<file path="src/rtl/i2c_byte_shreg_pkg.sv">
package i2c_byte_shreg_pkg;

  typedef enum logic {
    XFER_TX = 1'b0,
    XFER_RX = 1'b1
  } xfer_dir_e;

  // Advance the rising-strobe count; wraps to zero after the ack bit.
  function automatic int unsigned next_count(input int unsigned cur, input int unsigned last);
    return (cur == last) ? 0 : cur + 1;
  endfunction

  // Pull-low request while receiving: only inside the ack window.
  function automatic logic rx_pull(input logic in_ack, input logic ack_on);
    return in_ack & ack_on;
  endfunction

endpackage

</file>
<file path="src/rtl/i2c_byte_shreg_bitcnt.sv">
module i2c_byte_shreg_bitcnt #(
  parameter int unsigned DATA_W = 8,
  localparam int unsigned CNT_W = $clog2(DATA_W + 1)
) (
  input  logic             clk,
  input  logic             rst_n,
  input  logic             rise_ev,
  input  logic             fall_ev,
  output logic [CNT_W-1:0] cnt_o,
  output logic             ack_window_o,
  output logic             byte_done_o
);
  import i2c_byte_shreg_pkg::*;

  localparam logic [CNT_W-1:0] LAST = CNT_W'(DATA_W);

  logic last_rise;
  assign last_rise = rise_ev && (cnt_o == LAST);

  always_ff @(posedge clk or negedge rst_n) begin
    if (!rst_n) begin
      cnt_o        <= '0;
      ack_window_o <= 1'b0;
      byte_done_o  <= 1'b0;
    end else begin
      byte_done_o <= last_rise;
      if (rise_ev) begin
        cnt_o <= CNT_W'(next_count(int'(cnt_o), DATA_W));
      end
      if (fall_ev) begin
        ack_window_o <= (cnt_o == LAST);
      end
    end
  end

  p_cnt_bound_r8: assert property (@(posedge clk) disable iff (!rst_n)
    cnt_o <= LAST);

  p_done_single_r8: assert property (@(posedge clk) disable iff (!rst_n)
    byte_done_o |=> !byte_done_o);

  p_done_wraps_r8: assert property (@(posedge clk) disable iff (!rst_n)
    byte_done_o |-> (cnt_o == '0));

endmodule

</file>
<file path="src/rtl/i2c_byte_shreg_chain.sv">
module i2c_byte_shreg_chain #(
  parameter int unsigned DATA_W = 8
) (
  input  logic              clk,
  input  logic              rst_n,
  input  logic              rise_ev,
  input  logic              load_ev,
  input  logic [DATA_W-1:0] load_data,
  input  logic              sda_in,
  output logic [DATA_W-1:0] data_o,
  output logic              ack_o
);

  // One shift step of the byte+ack chain: everything moves toward the MSB.
  function automatic logic [DATA_W:0] shift_step(input logic [DATA_W-1:0] d,
                                                 input logic a, input logic s);
    return {d[DATA_W-2:0], a, s};
  endfunction

  always_ff @(posedge clk or negedge rst_n) begin
    if (!rst_n) begin
      data_o <= '0;
      ack_o  <= 1'b1;
    end else if (load_ev) begin
      data_o <= load_data;
    end else if (rise_ev) begin
      {data_o, ack_o} <= shift_step(data_o, ack_o, sda_in);
    end
  end

  p_sample_ack_r3: assert property (@(posedge clk) disable iff (!rst_n)
    rise_ev && !load_ev |=> ack_o == $past(sda_in));

  p_ack_to_lsb_r3: assert property (@(posedge clk) disable iff (!rst_n)
    rise_ev && !load_ev |=> data_o[0] == $past(ack_o));

  p_idle_stable_r9: assert property (@(posedge clk) disable iff (!rst_n)
    !rise_ev && !load_ev |=> $stable(data_o) && $stable(ack_o));

endmodule

</file>
<file path="src/rtl/i2c_byte_shreg_txbuf.sv">
module i2c_byte_shreg_txbuf #(
  parameter int unsigned DATA_W = 8,
  localparam int unsigned CNT_W = $clog2(DATA_W + 1)
) (
  input  logic             clk,
  input  logic             rst_n,
  input  logic             load_ev,
  input  logic             load_msb,
  input  logic             fall_ev,
  input  logic [CNT_W-1:0] cnt,
  input  logic             chain_msb,
  output logic             txb_o
);

  localparam logic [CNT_W-1:0] LAST = CNT_W'(DATA_W);

  always_ff @(posedge clk or negedge rst_n) begin
    if (!rst_n) begin
      txb_o <= 1'b1;
    end else if (load_ev) begin
      txb_o <= load_msb;
    end else if (fall_ev) begin
      if (cnt == LAST) begin
        txb_o <= 1'b1;
      end else if (cnt != '0) begin
        txb_o <= chain_msb;
      end
    end
  end

  p_release_for_ack_r5: assert property (@(posedge clk) disable iff (!rst_n)
    fall_ev && !load_ev && (cnt == LAST) |=> txb_o);

  p_load_msb_r10: assert property (@(posedge clk) disable iff (!rst_n)
    load_ev |=> txb_o == $past(load_msb));

  p_next_bit_r2: assert property (@(posedge clk) disable iff (!rst_n)
    fall_ev && !load_ev && (cnt != '0) && (cnt != LAST) |=> txb_o == $past(chain_msb));

endmodule

</file>
<file path="src/rtl/i2c_byte_shreg.sv">
module i2c_byte_shreg #(
  parameter int unsigned DATA_W = 8
) (
  input  logic              clk,
  input  logic              rst_n,
  input  logic              cpu_wr,
  input  logic [DATA_W-1:0] cpu_wdata,
  output logic [DATA_W-1:0] cpu_rdata,
  input  logic              scl_rise,
  input  logic              scl_fall,
  input  logic              hold_shift,
  input  logic              sda_in,
  input  logic              rx_mode,
  input  logic              ack_en,
  output logic              sda_pull_low,
  output logic              ack_rx,
  output logic              byte_done
);
  import i2c_byte_shreg_pkg::*;

  localparam int unsigned CNT_W = $clog2(DATA_W + 1);

  logic             rise_ev;
  logic             fall_ev;
  logic             wr_accept;
  logic             mid_byte;
  logic [CNT_W-1:0] bit_cnt;
  logic             ack_window;
  logic             txb;
  xfer_dir_e        dir;

  assign rise_ev   = scl_rise & ~hold_shift;
  assign fall_ev   = scl_fall & ~hold_shift;
  assign mid_byte  = (bit_cnt != '0);
  assign wr_accept = cpu_wr & ~mid_byte & ~rise_ev;
  assign dir       = xfer_dir_e'(rx_mode);

  i2c_byte_shreg_bitcnt #(.DATA_W(DATA_W)) u_bitcnt (
    .clk          (clk),
    .rst_n        (rst_n),
    .rise_ev      (rise_ev),
    .fall_ev      (fall_ev),
    .cnt_o        (bit_cnt),
    .ack_window_o (ack_window),
    .byte_done_o  (byte_done)
  );

  i2c_byte_shreg_chain #(.DATA_W(DATA_W)) u_chain (
    .clk       (clk),
    .rst_n     (rst_n),
    .rise_ev   (rise_ev),
    .load_ev   (wr_accept),
    .load_data (cpu_wdata),
    .sda_in    (sda_in),
    .data_o    (cpu_rdata),
    .ack_o     (ack_rx)
  );

  i2c_byte_shreg_txbuf #(.DATA_W(DATA_W)) u_txbuf (
    .clk       (clk),
    .rst_n     (rst_n),
    .load_ev   (wr_accept),
    .load_msb  (cpu_wdata[DATA_W-1]),
    .fall_ev   (fall_ev),
    .cnt       (bit_cnt),
    .chain_msb (cpu_rdata[DATA_W-1]),
    .txb_o     (txb)
  );

  always_comb begin
    if (dir == XFER_RX) begin
      sda_pull_low = rx_pull(ack_window, ack_en);
    end else begin
      sda_pull_low = ~txb;
    end
  end

  p_wr_ignored_r7: assert property (@(posedge clk) disable iff (!rst_n)
    cpu_wr && mid_byte && !rise_ev |=> $stable(cpu_rdata));

  p_hold_freeze_r9: assert property (@(posedge clk) disable iff (!rst_n)
    hold_shift && !cpu_wr |=> $stable(cpu_rdata) && $stable(bit_cnt) && $stable(txb));

  p_rx_released_r6: assert property (@(posedge clk) disable iff (!rst_n)
    rx_mode && !ack_window |-> !sda_pull_low);

  p_tx_ack_window_r5: assert property (@(posedge clk) disable iff (!rst_n)
    !rx_mode && ack_window |-> !sda_pull_low);

endmodule

</file>
<file path="config.mk">
export PLATFORM = sky130hd
export DESIGN_NAME = i2c_byte_shreg
export DESIGN_NICKNAME = d
export VERILOG_FILES = /design/src/rtl/i2c_byte_shreg_pkg.sv /design/src/rtl/i2c_byte_shreg_bitcnt.sv /design/src/rtl/i2c_byte_shreg_chain.sv /design/src/rtl/i2c_byte_shreg_txbuf.sv /design/src/rtl/i2c_byte_shreg.sv
export SDC_FILE = /design/constraint.sdc
export NUM_CORES = 1
export LEC_CHECK = 0
export BUFFER_PORTS_ARGS = -buffer_cell sky130_fd_sc_hd__buf_2
export CAP_MARGIN = 20
export CORE_MARGIN = 1.5
export CORE_UTILIZATION = 51
export CTS_CLUSTER_SIZE = 40
export DETAILED_ROUTE_END_ITERATION = 7
export PLACE_DENSITY = 0.81
export SYNTH_ARGS = -nofsm -noshare
export SYNTH_HDL_FRONTEND = slang
export SYNTH_HIERARCHICAL = 1
export SYNTH_SLANG_ARGS = --single-unit
</file>
<file path="constraint.sdc">
create_clock -name clk -period 3.5 [get_ports clk]
set_input_delay 0.525 -clock clk [delete_from_list [all_inputs] [get_ports clk]]
set_output_delay 0.525 -clock clk [all_outputs]
set_load 0.02 [all_outputs]
</file>
==> qor.yml <==
status: "complete, no violations"
layout_commonest_cell: "buf_2"
irDropWorstVdd_uv: 365
finalSetupViolCount: 0
track_usage_pct: 17.0
fillers: 124
yosysTopAreaCell: "dfrtp_1"
numCtsBuffers: 3
die_x_um: 43.3
crit_type: "reg -> reg"
clk_latency_ns: 0.28
worstSetupStartpointType: "register"
ant_nets: 0
p_sw_w: 0.000314
area_growth_pct: 22.8
post_drt_wl_per_cell_um: 12.0
seqPwrFrac_pct: 45.7
cts_setup_buffers: 0
relSlewSlack_pct: 37.9
skew_ns: 0.00362
synthTopCellsByArea: "dfrtp_1 42%, mux2i_1 9.7%, nand2_1 6.8%, o21ai_0 6.6%, dfstp_2 6.3%"
cp.required_ns: 3.72
synth_top_area_share_pct: 42.3
cts_sinks: 16
place_ws_ns: 1.25
drt_wl_total_um: 1500
rsz0062_at_grt: "false"
finalSetupTns_ns: 0
path_clk_slew_ns: 0.09
syn_nets: 98
avgSynthCellArea_sq_um: 10.5
synthCells: 79
viasPerCell: 5.24
synth.cell_area_sq_um: 828
num_rows: 14
cp.arrival_ns: 2.21
die_area_sq_um: 1870
synth.ff_latch_count: 16
clock-root-buffer: "clkbuf_4"
n_antenna_cell: 0
layout-drive-gt1-share_pct: 36.7
cap_violations: 0
yosysSeqAreaShare_pct: 48.6
hold_viol_final: 0
ys.flop_type: "dfrtp_1"
ctsHoldBuffers: 0
leakage_nw: 0.484
power.clock.fraction_pct: 15.4
core_area_sq_um: 1510
setup_slack_ns: 1.51
switching_share_pct: 40.2
finalCritPeriodShare_pct: 56.9
synth-edff-count: 0
fmax_mhz: 502
grt_start_max_net_pins: 21
path_max_fanout: 20
grt_pass1_wl_um: 2330
cts_buffer_depth: 2
die_y_um: 43.3
dp_hpwl_um: 1110
overflow: 0
layout_common_cells: "27 x buf_2, 15 x nand2_1, 14 x dfrtp_1"
synthArstFlopShare_pct: 100
final_net_count: 129
start_util_pct: 55.0
cts_tree: "done"
first_pass_iters: 3
portBuffers: 27
powerDensity_nw_per_um2: 769
regArea_sq_um: 403
tightest_slew_ns: 0.930
cts_resized: 0
vias: 655
gp_congestion: 0.777
p_int_w: 0.000468
hp-class: "in -> async"
ios: 28
htree_levels: 1
drcViolationCount: 0
comb_power_share_pct: 38.9
multi_input_area_sq_um: 408
synthDistinctLibCells: 26
yosys_warnings: 6
grt_antenna_before_repair: 0
maxSlewViolCount: 0
end_kind: "register"
first_global_vias: 561
first_iter_violations: 12
period_minus_slack_ns: 1.99
-- cell usage after synthesis (2+ instances only) --
library cell   n
nor3_1         2
dfrtp_1       14
nand3_1        2
o21ai_1        3
nor2b_1        3
mux2i_1        8
o21ai_0       11
dfstp_2        2
inv_1          2
ha_1           2
nand2_1       15
-- area by class of cell --
cell class,instances,area share (%)
Tap cell,16,1.97
Clock buffer,4,3.57
Inverter,2,0.738
Timing Repair Buffer,28,14.0
Multi-Input combinational cell,59,40.1
Sequential cell,16,39.6
-- critical path, stage by stage, from the launching register on --
cell,delay (ns)
dfrtp_1,0.47
nor3_2,0.20
nor4bb_4,0.86
nor2b_4,0.06
mux2_4,0.32
-- kinds of logic (layout without fill, tap and decap cells) --
kind of cell             after synthesis  count (layout)  synth area share (%)
AND/OR/NAND/NOR                       31              31                  21.5
AO/OA/AOI/OAI                         16              16                  10.9
buffers and inverters                  4              34                  3.17
multiplexers                          10              10                  12.8
flip-flops                            16              16                  48.6
adder cells (fa/ha/maj)                2               2                  3.02
-- power by group through the flow --
stage | clock, W | sequential [W] | combinational (W)
6_report | 0.000120 | 0.000357 | 0.000304
5_1_grt | 0.000131 | 0.000369 | 0.000334
4_1_cts | 0.000124 | 0.000357 | 0.000306
3_5_place_dp | 0 | 0.000359 | 0.000304
3_3_place_gp | 0 | 0.000358 | 0.000296
2_1_floorplan | 0 | 0.000401 | 0.000156
-- worst paths after layout --
kind / endpoint / startpoint / cells after the start / slack [ns]
max: u_chain/ack_o / u_bitcnt/cnt_o[0] / 4 / 1.51
min: u_bitcnt/ack_window_o / rst_n / 1 / 0.13
max reg2reg: u_chain/ack_o / u_bitcnt/cnt_o[0] / 4 / 1.51
min reg2reg: u_bitcnt/ack_window_o / u_bitcnt/ack_window_o / 1 / 0.54
max in group asynchronous: u_chain/ack_o / rst_n / 1 / 3.07
min in group clk: u_chain/data_o[4] / cpu_wdata[4] / 3 / 0.44
-- flip-flops by register name, indices dropped and copies added (netlist names) --
register / flops
u_chain/data_o: 8
u_bitcnt/cnt_o: 4
u_bitcnt/ack_window_o: 1
u_chain/ack_o: 1
u_txbuf/txb_o: 1
u_bitcnt/byte_done_o: 1
-- metrics by stage --
step	total power (W)	hold slack, ns	std cells	instance area, sq um	util, %
after CTS	0.000786	0.135	125	1020	67.5
after detailed placement	0.000664	0.453	121	981	65.1
after global placement	0.000654	0.450	121	981	65.1
final	0.000782	0.129	125	1020	67.5
after global routing	0.000835	0.153	125	1020	67.5
after floorplan	0.000557	0.229	79	828	-
-- metal layers --
layer	GRT usage (%)	vias up	share of wire, %
li1	-	339	-
met1	22.2	296	50
met2	27.2	18	45
met3	3.83	2	4.5
met4	7.27	0	0.80
met5	0	-	0
No activity file was read; power rests on OpenSTA's default activity.
